## config.mk

```make
export PLATFORM = sky130hd
export DESIGN_NAME = cmul_pshift
export DESIGN_NICKNAME = d
export VERILOG_FILES = /design/src/rtl/cmul_pkg.sv /design/src/rtl/cmul_subexpr.sv /design/src/rtl/cmul_lane.sv /design/src/rtl/cmul_sum.sv /design/src/rtl/cmul_pshift.sv
export SDC_FILE = /design/constraint.sdc
export NUM_CORES = 1
export LEC_CHECK = 0
export ABC_AREA = 0
export BUFFER_PORTS_ARGS = -buffer_cell sky130_fd_sc_hd__buf_2
export CAP_MARGIN = 30
export CORE_UTILIZATION = 60
export DETAILED_ROUTE_END_ITERATION = 7
export PLACE_DENSITY = 0.79
export SKIP_CTS_REPAIR_TIMING = 1
export SYNTH_ARGS = -nofsm -noshare
export SYNTH_HDL_FRONTEND = slang
export SYNTH_HIERARCHICAL = 1
export SYNTH_SLANG_ARGS = --single-unit
```

## constraint.sdc

```tcl
create_clock -name clk -period 1.58 [get_ports clk]
set_input_delay 0.158 -clock clk [delete_from_list [all_inputs] [get_ports clk]]
set_output_delay 0.158 -clock clk [all_outputs]
set_load 0.01 [all_outputs]
```

## src/rtl/cmul_pkg.sv

```systemverilog
`timescale 1ns/1ps
package cmul_pkg;
  localparam int SEL_W   = 3;
  localparam int SHIFT_W = 4;
  localparam int CODE_W  = SEL_W + SHIFT_W;
  localparam int MAX_SH  = (1 << SHIFT_W) - 1;
  localparam int PRESCALE_W = 3;  // 4x, 5x, 6x need three extra integer bits

  typedef enum logic [SEL_W-1:0] {
    SEL_NONE  = 3'd0,
    SEL_X     = 3'd1,
    SEL_X_H   = 3'd2,
    SEL_X_Q   = 3'd3
  } sub_sel_e;

  typedef struct packed {
    logic [SEL_W-1:0]   sel;
    logic [SHIFT_W-1:0] pos;
  } op_code_t;
endpackage

```

## src/rtl/cmul_subexpr.sv

```systemverilog
`timescale 1ns/1ps
// Shared shift-and-add unit: the sample prescaled by 4 so that x/2 and x/4
// terms stay integral.
module cmul_subexpr
  import cmul_pkg::*;
#(
  parameter int DATA_W = 16,
  localparam int SUB_W = DATA_W + PRESCALE_W
) (
  input  logic [DATA_W-1:0]       x_i,
  output logic signed [SUB_W-1:0] x4_o,
  output logic signed [SUB_W-1:0] x6_o,
  output logic signed [SUB_W-1:0] x5_o
);
  logic signed [SUB_W-1:0] xe;

  always_comb begin
    xe   = SUB_W'($signed(x_i));
    x4_o = xe <<< 2;
    x6_o = x4_o + (xe <<< 1);
    x5_o = x4_o + xe;
  end
endmodule

```

## src/rtl/cmul_lane.sv

```systemverilog
`timescale 1ns/1ps
// One operand slot: subexpression multiplexer plus logarithmic barrel shifter.
module cmul_lane
  import cmul_pkg::*;
#(
  parameter int SUB_W  = 19,
  localparam int TERM_W = SUB_W + MAX_SH
) (
  input  op_code_t                 code_i,
  input  logic signed [SUB_W-1:0]  x4_i,
  input  logic signed [SUB_W-1:0]  x6_i,
  input  logic signed [SUB_W-1:0]  x5_i,
  output logic signed [TERM_W-1:0] term_o
);
  logic signed [SUB_W-1:0] pick;
  logic [SHIFT_W-1:0]      amt;
  logic [TERM_W-1:0]       stg [SHIFT_W+1];

  always_comb begin
    unique case (sub_sel_e'(code_i.sel))
      SEL_X:   pick = x4_i;
      SEL_X_H: pick = x6_i;
      SEL_X_Q: pick = x5_i;
      default: pick = '0;
    endcase
    // position p means weight 2^-p; left shift by MAX_SH - p, which is ~p
    amt    = ~code_i.pos;
    stg[0] = TERM_W'(pick);
  end

  for (genvar k = 0; k < SHIFT_W; k++) begin : g_stage
    always_comb stg[k+1] = amt[k] ? (stg[k] << (1 << k)) : stg[k];
  end

  assign term_o = $signed(stg[SHIFT_W]);
endmodule

```

## src/rtl/cmul_sum.sv

```systemverilog
`timescale 1ns/1ps
// Sums the slot terms, sign-extending each to the output width.
module cmul_sum #(
  parameter int NUM_OPS = 4,
  parameter int TERM_W  = 34,
  parameter int OUT_W   = 36
) (
  input  logic [NUM_OPS-1:0][TERM_W-1:0] terms_i,
  output logic signed [OUT_W-1:0]        sum_o
);
  always_comb begin
    sum_o = '0;
    for (int k = 0; k < NUM_OPS; k++) begin
      sum_o = sum_o + OUT_W'($signed(terms_i[k]));
    end
  end
endmodule

```

## src/rtl/cmul_pshift.sv

```systemverilog
`timescale 1ns/1ps
module cmul_pshift
  import cmul_pkg::*;
#(
  parameter int DATA_W  = 16,
  parameter int NUM_OPS = 4,
  localparam int SUB_W  = DATA_W + PRESCALE_W,
  localparam int TERM_W = SUB_W + MAX_SH,
  localparam int OUT_W  = TERM_W + $clog2(NUM_OPS)
) (
  input  logic                      clk,
  input  logic                      rst_n,
  input  logic                      valid_i,
  input  logic [DATA_W-1:0]         sample_i,
  input  logic [NUM_OPS*CODE_W-1:0] ops_i,
  output logic                      valid_o,
  output logic [OUT_W-1:0]          prod_o
);
  // reset: asynchronous assertion, synchronous release
  logic rst_meta, rst_q;
  always_ff @(posedge clk or negedge rst_n) begin
    if (!rst_n) begin
      rst_meta <= 1'b0;
      rst_q    <= 1'b0;
    end else begin
      rst_meta <= 1'b1;
      rst_q    <= rst_meta;
    end
  end

  logic signed [SUB_W-1:0]        x4, x6, x5;
  logic [NUM_OPS-1:0][TERM_W-1:0] terms;
  logic signed [OUT_W-1:0]        sum;

  cmul_subexpr #(.DATA_W(DATA_W)) u_subexpr (
    .x_i  (sample_i),
    .x4_o (x4),
    .x6_o (x6),
    .x5_o (x5)
  );

  for (genvar k = 0; k < NUM_OPS; k++) begin : g_lane
    logic signed [TERM_W-1:0] term;
    cmul_lane #(.SUB_W(SUB_W)) u_lane (
      .code_i (op_code_t'(ops_i[k*CODE_W +: CODE_W])),
      .x4_i   (x4),
      .x6_i   (x6),
      .x5_i   (x5),
      .term_o (term)
    );
    assign terms[k] = term;
  end

  cmul_sum #(.NUM_OPS(NUM_OPS), .TERM_W(TERM_W), .OUT_W(OUT_W)) u_sum (
    .terms_i (terms),
    .sum_o   (sum)
  );

  // output stage: next-state then register; the final halving is the
  // placement of the binary point (MAX_SH + 3 fractional bits), so no bit drops
  logic             valid_d, valid_q;
  logic [OUT_W-1:0] prod_d, prod_q;

  always_comb begin
    valid_d = valid_i;
    prod_d  = valid_i ? sum : prod_q;
  end

  always_ff @(posedge clk or negedge rst_q) begin
    if (!rst_q) begin
      valid_q <= 1'b0;
      prod_q  <= '0;
    end else begin
      valid_q <= valid_d;
      prod_q  <= prod_d;
    end
  end

  assign valid_o = valid_q;
  assign prod_o  = prod_q;

  // checker helper: every slot empty or reserved
  function automatic logic all_void(input logic [NUM_OPS*CODE_W-1:0] ops);
    logic v;
    v = 1'b1;
    for (int k = 0; k < NUM_OPS; k++) begin
      if (ops[k*CODE_W+SHIFT_W +: SEL_W] inside {3'd1, 3'd2, 3'd3}) v = 1'b0;
    end
    return v;
  endfunction

  p_valid_follow_r6: assert property (@(posedge clk) disable iff (!rst_q)
    valid_i |=> valid_o);
  p_valid_drop_r6: assert property (@(posedge clk) disable iff (!rst_q)
    !valid_i |=> !valid_o);
  p_hold_r7: assert property (@(posedge clk) disable iff (!rst_q)
    !valid_i |=> $stable(prod_o));
  p_void_zero_r2: assert property (@(posedge clk) disable iff (!rst_q)
    (valid_i && all_void(ops_i)) |=> (prod_o == '0));
  p_zero_sample_r11: assert property (@(posedge clk) disable iff (!rst_q)
    (valid_i && sample_i == '0) |=> (prod_o == '0));
endmodule

```

==> metrics.md, run 1 <==
| Metric | Value |
|---|---|
| Status | stopped before the end |
| Stop stage | global routing |
| Error msg | [ERROR GRT-0232] Routing congestion too high. Check the congestion heatmap in the GUI. |
| H-tree levels | 2 |
| Top cells by count, synth | inv_1 (206), mux2i_1 (199), nor2_1 (173), a21oi_1 (98), nand2_1 (81) |
| Dpl hpwl | around 49,000 um |
| I/O pin cnt | 84 |
| Row count | 55 |
| Fraction of registers with async set/reset | 1.00 |
| Die Width | 155 um |
| Largest net degree at the start of global routing | 38 |
| Clock sinks | 39 |
| Synth top area share | 0.141 |
| Synthesized area per cell | 7.73 sq um |
| Cell with the most instances after synthesis | inv_1 |
| Initial Util | 0.618 |
| Root buffer cell | clkbuf_16 |
| Mapped cell area | 0.0141 sq mm |
| Worst_ep kind | register input |
| Gr ovfl total | 22 |
| Post-synthesis sequential area ratio | 0.0691 |
| I/O Buffers | 83 |
| Yosys cell types | 83 |
| Post-synth EDFFs | 0 |
| CTS Buffer Depth | 2 |
| Die extent in y | roughly 160 um |
| Post-synthesis sequential element count | 39 |
| Primary FF master, synth | dfrtp_1 |
| Synth Instances | around 1,800 |
| Top cells by area, synth | mux2i_1 (14%), fa_1 (10%), dfrtp_1 (6.9%) |
| GR repair worst EP | prod_o[33]$_DFFE_PN0P_/D |
| Post-synth top area cell | mux2i_1 |
| CTS Buf Count | 5 |
| Ys Warns | 6 |
| GRT Total Usage | 0.719 |
| RD Place Congestion | 1.07 |
-- stage by stage --
stage / hold slack, ns / area (sq um) / cells / TNS, ns / setup WS [ns]
3_5_place_dp: -0.0557 / 19100 / 2670 / -149.77 / -4.96
2_1_floorplan: -0.138 / 14800 / 1830 / -113.33 / -3.96
3_3_place_gp: -0.0580 / 19100 / 2670 / -142.78 / -4.95
4_1_cts: -0.374 / 19200 / 2678 / -138.93 / -4.67
-- cells by family after synthesis --
family	share of synthesized area
buf+inv	0.119
flops	0.0691
other cells	0.000532
simple gates	0.147
xor+xnor	0.0316
fa+ha+maj	0.157
compound gates	0.265
mux	0.211
-- routing by layer --
layer	GRT usage	overflow
met1	0.724	0
met5	0.300	0
met3	0.551	0
met4	0.685	14
met2	0.903	8
==> run 2: changes to the inputs <==
Settings changed: CORE_UTILIZATION 60 to 40, PLACE_DENSITY 0.79 to unset, PLACE_DENSITY_LB_ADDON set to 0.15.
==> run 2 against run 1 <==
  * The flow now finishes, with violations (negative setup slack)
  * Synthesized cell count unchanged
  * Synthesized area unchanged
==> metrics.md, run 2 <==
| Metric | Value |
|---|---|
| Status | complete, but fails checks |
| Failing checks | negative setup slack |
| Initial Util | 0.408 (-0.210) |
| Largest net degree at the start of global routing | 38 |
| Pwr/cell area | 1000 mW/mm^2 |
| Startpoint Class | input port |
| RD Place Congestion | 1.01 (-6.2%) |
| Clock-pin slew on the worst setup and hold paths | roughly 0.06 ns |
| Critical Path AT | between 6 and 7 ns |
| Synthesized area per cell | 7.73 sq um (unchanged) |
| Root buffer cell | clkbuf_16 |
| Via Count | 16,385 |
| Worst Path Max Fanout | 4 |
| Met2 usage | 0.501 |
| Fraction of registers with async set/reset | 1.00 (unchanged) |
| CP delay by family, top | compound AO/OA/AOI/OAI gates |
| Clock sinks | 39 (unchanged) |
| Top cells by area, synth | mux2i_1 (14%), fa_1 (10%), dfrtp_1 (6.9%) |
| CTS tree | yes |
| Top cells by count, synth | inv_1 (206), mux2i_1 (199), nor2_1 (173), a21oi_1 (98), nand2_1 (81) |
| Non-filler cells, final | 2,912 |
| Worst VDD drop | approximately 950 uV |
| WP buf/inv | 7 |
| Cell with the most instances after synthesis | inv_1 |
| Post-layout nets | approximately 2,600 |
| Post-synth top area cell | mux2i_1 |
| Logic gate share of total power | 0.861 |
| Sequential share of power | 0.077 |
| Die extent in y | 190 um (+22%) |
| Die Width | 190 um (+22%) |
| Slowest-stage cell, CP | fa_1 |
| Fmax | 167 MHz |
| Layout cells sized above 1 | 0.487 |
| GR peak layer | met2 |
| H-tree levels | 2 (unchanged) |
| Die area | 0.0361 sq mm |
| Drt drc | 0 |
| Met1 Usage GRT | 0.419 |
| Final ANT Viol Nets | 0 |
| Period minus WS final | 6.00 ns |
| Mapped cell area | 0.0141 sq mm (unchanged) |
| Placed instance count | 2,858 (+7.0%) |
| Primary FF master, synth | dfrtp_1 |
| Clk_skew | between 0.005 and 0.006 ns |
| Ant. Diodes | 0 |
| Initial antenna violation count | 0 |
| Gr ovfl total | 0 |
| Max-Cap Viols | 0 |
| Leakage Power | 10.1 nW |
| Largest register FFs | 36 |
| Vias per cell | ~5.6 |
| CTS Buffer Depth | 2 (unchanged) |
| I/O pin cnt | 84 (unchanged) |
| First-pass GRT wire length | 88,200 um |
| Slew HR | 0.641 |
| Ys Warns | 6 (unchanged) |
| Commonest non-fill, non-tap cell in the layout | buf_4 |
| Final setup viols | 36 |
| I/O Buffers | 83 (unchanged) |
| Met3 Use GR | 0.0524 |
| Internal power | 11.9 mW |
| Total Wirelength | 59,500 um |
| Setup crit end kind | flop |
| Row count | 68 (+24%) |
| Synth Instances | 1,828 (unchanged) |
| Post-Layout Inst Area | between 0.02 and 0.025 sq mm |
| Area grow syn2layout | 53.2% |
| Critical path class | input port to flop |
| Post-synthesis sequential area ratio | 0.0691 (unchanged) |
| Post-synthesis sequential element count | 39 (unchanged) |
| Drt wl/cell | 20.4 um |
| Synth top area share | 0.141 (unchanged) |
| Final hold violations | 0 |
| Flop-to-flop setup slack | roughly 0.77 ns |
| Vias in the first global route | 15,814 |
| Power share of the clock group | 0.062 |
| Fraction of the cycle the final worst path needs | 3.80 |
| GRT Total Usage | 0.316 |
| Switching share of power | 0.452 |
| CORE AREA | 0.0346 sq mm |
| HP Class | input port to asynchronous set/reset pin |
| Dpl hpwl | 48,900 um (+0.67%) |
| Clk_lat worst skew | 0.29 ns |
| Slew Viols, Final | 0 |
| Unrepaired setup endpoints after global routing | true |
| Net Sw Power | 9.78 mW |
| CTS Buf Count | 5 (unchanged) |
| Worst slew pin tran | 0.534 ns |
| Worst Slack Setup Final | -4.42 ns |
| Largest stage delay, worst path | 0.51 ns |
| WP data required | about 1.8 ns |
| Yosys cell types | 83 (unchanged) |
| # fillers | about 3,000 |
| Initial DRC count | 1,036 |
| Cell Area, Placed | 0.0196 sq mm (+2.7%) |
| First-pass DRT Iterations | 7 |
| Post-synth EDFFs | 0 (unchanged) |
| Commonest cells after routing, fill and taps aside | buf_4 (635), inv_1 (179), mux2i_1 (170) |
run 2: cell counts after synthesis:
Identical to the previous run, type by type.
run 2: final cells by class:
| cell class | instances | area (sq um) | share of cell area |
|---|---|---|---|
| multi-input cells | 1431 | 13300 | 0.613 |
| clock inverters | 2 | 60.1 | 0.00277 |
| repair buffers | 764 | 5840 | 0.270 |
| clock buffers | 6 | 129 | 0.00595 |
| inverters | 215 | 810 | 0.0374 |
| well taps | 455 | 569 | 0.0263 |
| flip-flops and latches | 39 | 976 | 0.0451 |
run 2: routing by layer:
metal,part of all wire,vias up,wire (um)
met4,0.048,0,2880
met1,0.44,7909,26100
met2,0.45,538,26500
li1,-,7804,-
met3,0.069,134,4090
met5,0,-,0
run 2: power by group through the flow:
stage                     clock [mW]  combinational, mW  sequential (mW)
after detailed placement           0               15.4             1.68
after global placement             0               15.2             1.66
after floorplan                    0               9.01             1.87
after CTS                       1.38               15.5             1.67
final                           1.33               18.6             1.67
after global routing            1.42               20.0             1.72
run 2: path summary, 6_finish.rpt:
kind	to	start	cells after the start
setup / recovery	prod_o[21]	sample_i[0]	31
hold / removal	rst_meta	rst_n	2
setup reg to reg	prod_o[35]	prod_o[35]	1
hold reg to reg	prod_o[15]	rst_q	1
max in group asynchronous	prod_o[2]	rst_q	1
min in group clk	valid_o	valid_i	2
run 2: kinds of logic (layout without fill, tap and decap cells):
logic type,Yosys count,count (layout),synth area share
AO/OA/AOI/OAI,538,538,0.265
XOR/XNOR,51,51,0.0316
adder cells (fa/ha/maj),135,135,0.157
buffers and inverters,360,987,0.119
flip-flops,39,39,0.0691
multiplexers,275,275,0.211
other,2,4,0.000532
AND/OR/NAND/NOR,428,428,0.147
run 2: through the flow:
stage / utilization / setup TNS [ns] / hold slack, ns / total power, mW / setup slack [ns]
final: 0.625 / -130.73 / 0.190 / 21.6 / -4.42
after global routing: 0.625 / -137.24 / 0.192 / 23.1 / -4.62
after detailed placement: 0.566 / -148.69 / -0.0545 / 17.1 / -4.93
after global placement: 0.566 / -144.63 / -0.0564 / 16.9 / -4.75
after CTS: 0.572 / -138.19 / -0.373 / 18.5 / -4.62
after floorplan: - / -113.33 / -0.138 / 10.9 / -3.96
(Power assumes the default switching activity.)
